`src/rtl/lpm_pkg.sv`:
```
package lpm_pkg;
  localparam int NUM_MODES = 7;
  localparam int MODE_W    = $clog2(NUM_MODES);
  localparam int CLKSRC_W  = 2;

  typedef enum logic [MODE_W-1:0] {
    M_HIGH     = 3'd0,
    M_MEDIUM   = 3'd1,
    M_SUB      = 3'd2,
    M_SLEEP    = 3'd3,
    M_SUBSLEEP = 3'd4,
    M_STANDBY  = 3'd5,
    M_WATCH    = 3'd6
  } mode_e;

  localparam logic [CLKSRC_W-1:0] SRC_HIGH   = 2'b00;
  localparam logic [CLKSRC_W-1:0] SRC_MEDIUM = 2'b01;
  localparam logic [CLKSRC_W-1:0] SRC_SUBCLK = 2'b10;

  typedef struct packed {
    logic direct_en;
    logic standby_sel;
    logic medium_sel;
    logic low_sel;
    logic watch_sel;
  } ctl_t;
endpackage

```
`src/rtl/lpm_next_mode.sv`:
```
module lpm_next_mode
  import lpm_pkg::*;
(
  input  mode_e cur_mode,
  input  logic  cur_from_med,
  input  logic  sleep_req,
  input  logic  wake_req,
  input  ctl_t  ctl,
  output mode_e nxt_mode,
  output logic  nxt_from_med
);
  logic run_hop_med;
  logic run_hop_high;
  logic run_hop_sub;
  logic sub_hop;
  mode_e active_halt;
  mode_e sub_halt;

  always_comb begin
    run_hop_med  = ctl.direct_en & ~ctl.standby_sel & ctl.medium_sel & ~ctl.low_sel;
    run_hop_high = ctl.direct_en & ~ctl.standby_sel & ~ctl.medium_sel & ~ctl.low_sel;
    run_hop_sub  = ctl.direct_en & ctl.standby_sel & ctl.watch_sel & ctl.low_sel;
    sub_hop      = ctl.direct_en & ctl.standby_sel & ctl.watch_sel & ~ctl.low_sel;

    if (!ctl.standby_sel)    active_halt = M_SLEEP;
    else if (!ctl.watch_sel) active_halt = M_STANDBY;
    else                     active_halt = M_WATCH;

    sub_halt = ctl.standby_sel ? M_WATCH : M_SUBSLEEP;
  end

  always_comb begin
    nxt_mode     = cur_mode;
    nxt_from_med = cur_from_med;
    unique case (cur_mode)
      M_HIGH: if (sleep_req) begin
        if (run_hop_med)      nxt_mode = M_MEDIUM;
        else if (run_hop_sub) nxt_mode = M_SUB;
        else begin
          nxt_mode     = active_halt;
          nxt_from_med = 1'b0;
        end
      end
      M_MEDIUM: if (sleep_req) begin
        if (run_hop_high)     nxt_mode = M_HIGH;
        else if (run_hop_sub) nxt_mode = M_SUB;
        else begin
          nxt_mode     = active_halt;
          nxt_from_med = 1'b1;
        end
      end
      M_SUB: if (sleep_req) begin
        if (sub_hop) nxt_mode = ctl.medium_sel ? M_MEDIUM : M_HIGH;
        else         nxt_mode = sub_halt;
      end
      M_SLEEP:    if (wake_req) nxt_mode = cur_from_med ? M_MEDIUM : M_HIGH;
      M_SUBSLEEP: if (wake_req) nxt_mode = M_SUB;
      M_STANDBY:  if (wake_req) nxt_mode = M_HIGH;
      M_WATCH: if (wake_req) begin
        if (ctl.low_sel)         nxt_mode = M_SUB;
        else if (ctl.medium_sel) nxt_mode = M_MEDIUM;
        else                     nxt_mode = M_HIGH;
      end
      default: nxt_mode = M_HIGH;
    endcase
  end
endmodule

```
`src/rtl/lpm_out_decode.sv`:
```
module lpm_out_decode
  import lpm_pkg::*;
(
  input  mode_e                 mode,
  input  logic                  from_med,
  output logic [NUM_MODES-1:0]  onehot,
  output logic                  halt,
  output logic [CLKSRC_W-1:0]   src
);
  for (genvar i = 0; i < NUM_MODES; i++) begin : g_bit
    assign onehot[i] = (mode == mode_e'(i));
  end

  assign halt = |onehot[NUM_MODES-1:int'(M_SLEEP)];

  always_comb begin
    unique case (mode)
      M_HIGH:   src = SRC_HIGH;
      M_MEDIUM: src = SRC_MEDIUM;
      M_SLEEP:  src = from_med ? SRC_MEDIUM : SRC_HIGH;
      default:  src = SRC_SUBCLK;
    endcase
  end
endmodule

```
`src/rtl/lpm_mode_ctrl.sv`:
```
module lpm_mode_ctrl
  import lpm_pkg::*;
(
  input  logic                 clk,
  input  logic                 rst_n,
  input  logic                 sleep_req,
  input  logic                 wake_req,
  input  logic                 direct_en,
  input  logic                 standby_sel,
  input  logic                 medium_sel,
  input  logic                 low_sel,
  input  logic                 watch_sel,
  output logic [NUM_MODES-1:0] mode_onehot,
  output logic                 cpu_halt,
  output logic [CLKSRC_W-1:0]  clk_src
);
  mode_e mode_q, mode_d;
  logic  from_med_q, from_med_d;
  logic  state_en;
  ctl_t  ctl;

  assign ctl = '{direct_en:   direct_en,
                 standby_sel: standby_sel,
                 medium_sel:  medium_sel,
                 low_sel:     low_sel,
                 watch_sel:   watch_sel};

  assign state_en = sleep_req | wake_req;

  lpm_next_mode u_next (
    .cur_mode     (mode_q),
    .cur_from_med (from_med_q),
    .sleep_req    (sleep_req),
    .wake_req     (wake_req),
    .ctl          (ctl),
    .nxt_mode     (mode_d),
    .nxt_from_med (from_med_d)
  );

  always_ff @(posedge clk or negedge rst_n) begin
    if (!rst_n) begin
      mode_q     <= M_HIGH;
      from_med_q <= 1'b0;
    end else if (state_en) begin
      mode_q     <= mode_d;
      from_med_q <= from_med_d;
    end
  end

  lpm_out_decode u_dec (
    .mode     (mode_q),
    .from_med (from_med_q),
    .onehot   (mode_onehot),
    .halt     (cpu_halt),
    .src      (clk_src)
  );
endmodule

```
`config.mk`:
```
export PLATFORM = sky130hd
export DESIGN_NAME = lpm_mode_ctrl
export DESIGN_NICKNAME = d
export VERILOG_FILES = /design/src/rtl/lpm_pkg.sv /design/src/rtl/lpm_next_mode.sv /design/src/rtl/lpm_out_decode.sv /design/src/rtl/lpm_mode_ctrl.sv
export SDC_FILE = /design/constraint.sdc
export NUM_CORES = 1
export LEC_CHECK = 0
export ABC_CLOCK_PERIOD_IN_PS = 2000
export CAP_MARGIN = 0
export CORE_AREA = 5 5 42 44
export CTS_CLUSTER_DIAMETER = 50
export DETAILED_ROUTE_END_ITERATION = 6
export DIE_AREA = 0 0 47 49
export DONT_BUFFER_PORTS = 1
export GPL_ROUTABILITY_DRIVEN = 0
export REMOVE_ABC_BUFFERS = 1
export SLEW_MARGIN = 15
export SYNTH_ARGS = -nofsm -noshare
export SYNTH_HDL_FRONTEND = slang
export SYNTH_SLANG_ARGS = --single-unit
```
`constraint.sdc`:
```
create_clock -name clk -period 2 [get_ports clk]
set_clock_uncertainty 0.15 [all_clocks]
set_input_delay 0.2 -clock clk [delete_from_list [all_inputs] [get_ports clk]]
set_output_delay 0.2 -clock clk [all_outputs]
set_load 0.1 [all_outputs]
```
==> flow_summary.json <==
{
  "area_growth_pct": 52.0,
  "hp-class": "in -> async",
  "drt_iter0_drc": 6,
  "clk_pin_slew_worst_paths_ps": 40,
  "required_ps": 1650,
  "nFillCells": 135,
  "globalRouteTotalUtil": 0.124,
  "grt_pass1_vias": 477,
  "cp-startpoint": "mode_q[1]",
  "cp_max_fo": 9,
  "grt_overflow": 0,
  "ys_async_sr_fraction": 1.00,
  "drc_errors": 0,
  "crit_arrival_ps": 1490,
  "post-route-min-period_ps": 1840,
  "final_area_sq_um": 713,
  "clock_sinks": 4,
  "antenna_cells": 0,
  "die_width_um": 47,
  "synth_edf_count": 0,
  "grt_busiest_layer": "met2",
  "setup-tns-final_ps": 0,
  "routed_via_density": 5.48,
  "synth_warnings": 0,
  "reg2regPathDepth": 4,
  "ant_nets": 0,
  "clk_latency_ps": 230,
  "grt_util_met1": 0.156,
  "dp_slack_ps": 263,
  "r2r_slack_ps": 260,
  "antenna_found_initial": 0,
  "cts_resized": 0,
  "maxCapViolCount": 0,
  "synth_seq_cells": 4,
  "synth_area_sq_um": 469,
  "placed_area_sq_um": 671,
  "synth.distinct_cells": 34,
  "hold_viol": 0,
  "met3_usage": 0.0406,
  "yosys_most_used_dff": "dfrtp_1",
  "initial_utilization": 0.335,
  "routed_wl_mm": 1.19,
  "pin_count": 19,
  "end_kind": "primary output",
  "syn_inst": 56,
  "grt_pass1_wl_mm": 2.04,
  "yosysSeqAreaShare": 0.213,
  "fin_hold_ws_ps": 92.8,
  "worst_slew_pin_slew_ps": 515,
  "reg2reg_from": "mode_q[1]",
  "finalSetupViolCount": 0,
  "via_count": 477,
  "die_height_um": 49,
  "slew-limit-headroom": 0.659,
  "dp.final_hpwl_um": 992,
  "htreeDepth": 1,
  "grt_max_degree": 11,
  "rows": 14,
  "start_kind": "flop",
  "port_buffers": 0,
  "seqCellArea_sq_um": 100,
  "tritoncts": "yes",
  "clockBufferDepth": 2,
  "outcome": "finished clean",
  "wire_per_inst_um": 13.7,
  "use_met2": 0.167,
  "timing.rr.end": "mode_q[0]",
  "critical_path_class": "reg -> out",
  "dieArea_sq_um": 2300,
  "core_sq_um": 1400,
  "min_period_over_period": 0.922,
  "numCtsBuffers": 3,
  "nNetsFinal": 82,
  "rsz0062_at_grt": "no",
  "worst_slack_ps": 156,
  "multi_input_area_sq_um": 349,
  "drv_slew": 0,
  "fmax_ghz": 0.542,
  "drive_gt1_frac": 0.394,
  "root_buffer": "clkbuf_4",
  "avgSynthCellArea_sq_um": 8.38,
  "first_pass_iters": 4
}
layout by cell type, fill, tap and decap left out:
master         count
nand2_1            3
a32o_1             2
and2_1             2
buf_12             2
o211ai_1           1
clkbuf_16          3
nor3_1             1
a21boi_1           1
or3b_1             1
nand3b_1           2
o22a_2             1
mux2i_1            3
o21ai_0            1
or3b_4             1
nor3b_2            2
nand4bb_1          1
buf_4             10
a2bb2oi_1          1
xnor2_1            1
o221ai_1           1
nand4_1            1
and3_1             1
xnor2_2            1
dfrtp_1            4
or2b_1             1
nor3_2             1
nor2_1             1
nor2b_1            2
inv_1              3
clkbuf_4           3
a31o_2             1
nand3_1            3
nand4b_1           1
a21o_1             2
nor2_2             1
a32oi_1            1
or2_2              1
mux2_2             1
dlygate4sd3_1      2
cell usage after synthesis, drive strengths merged (3+ instances only):
master / count / area, sq um
buf: 3 / 26.3
nand2: 3 / 11.3
nand3: 3 / 15.0
inv: 3 / 11.3
mux2i: 3 / 30.0
dfrtp: 4 / 100
kinds of logic (layout without fill, tap and decap cells):
group | after synthesis | after routing | share of synthesized area
AO/OA/AOI/OAI | 12 | 12 | 0.213
XOR/XNOR | 2 | 2 | 0.0373
buffers and inverters | 8 | 23 | 0.0960
flip-flops | 4 | 4 | 0.213
multiplexers | 4 | 4 | 0.0880
AND/OR/NAND/NOR | 26 | 26 | 0.352
critical path, stage by stage (launching register included):
cell and delay (ps):
dfrtp_1 500, nand2_1 140, buf_4 170, nor2_2 100, a21o_1 170, buf_12 180
layer usage:
layer | vias to the layer above | routed length, um
met3 | 2 | 98
met4 | 0 | 14
met5 | - | 0
met2 | 17 | 555
met1 | 218 | 520
li1 | 240 | -
worst max path at each step:
stage                             to  slack [ps]
after floorplan            mode_q[1]       -1650
after global placement     mode_q[0]         260
after detailed placement   mode_q[1]         260
after CTS                 clk_src[0]         140
after global routing      clk_src[0]          60
final                     clk_src[0]         160
timing repair:
item,4_1_cts,5_1_grt
hold endpoints to repair,5,0
buffers inserted,0,0
hold buffers,2,0
registers in the layout (all words and copies together) (netlist names):
signal      cells
from_med_q      1
mode_q          3
area by class of cell:
cell class | count | area share
Timing Repair Buffer | 17 | 0.295
Tap cell | 16 | 0.0281
Multi-Input combinational cell | 44 | 0.489
Clock buffer | 3 | 0.0316
Inverter | 3 | 0.0158
Sequential cell | 4 | 0.140
through the flow:
stage	std cells	utilization
floorplan	51	-
CTS	87	0.509
global placement	82	0.479
finish	87	0.509
global route	87	0.509
detailed placement	82	0.479
Power is left out: the tool's default activity adds up to more than one toggle a clock period on the data nets, which glitch-free logic cannot reach.
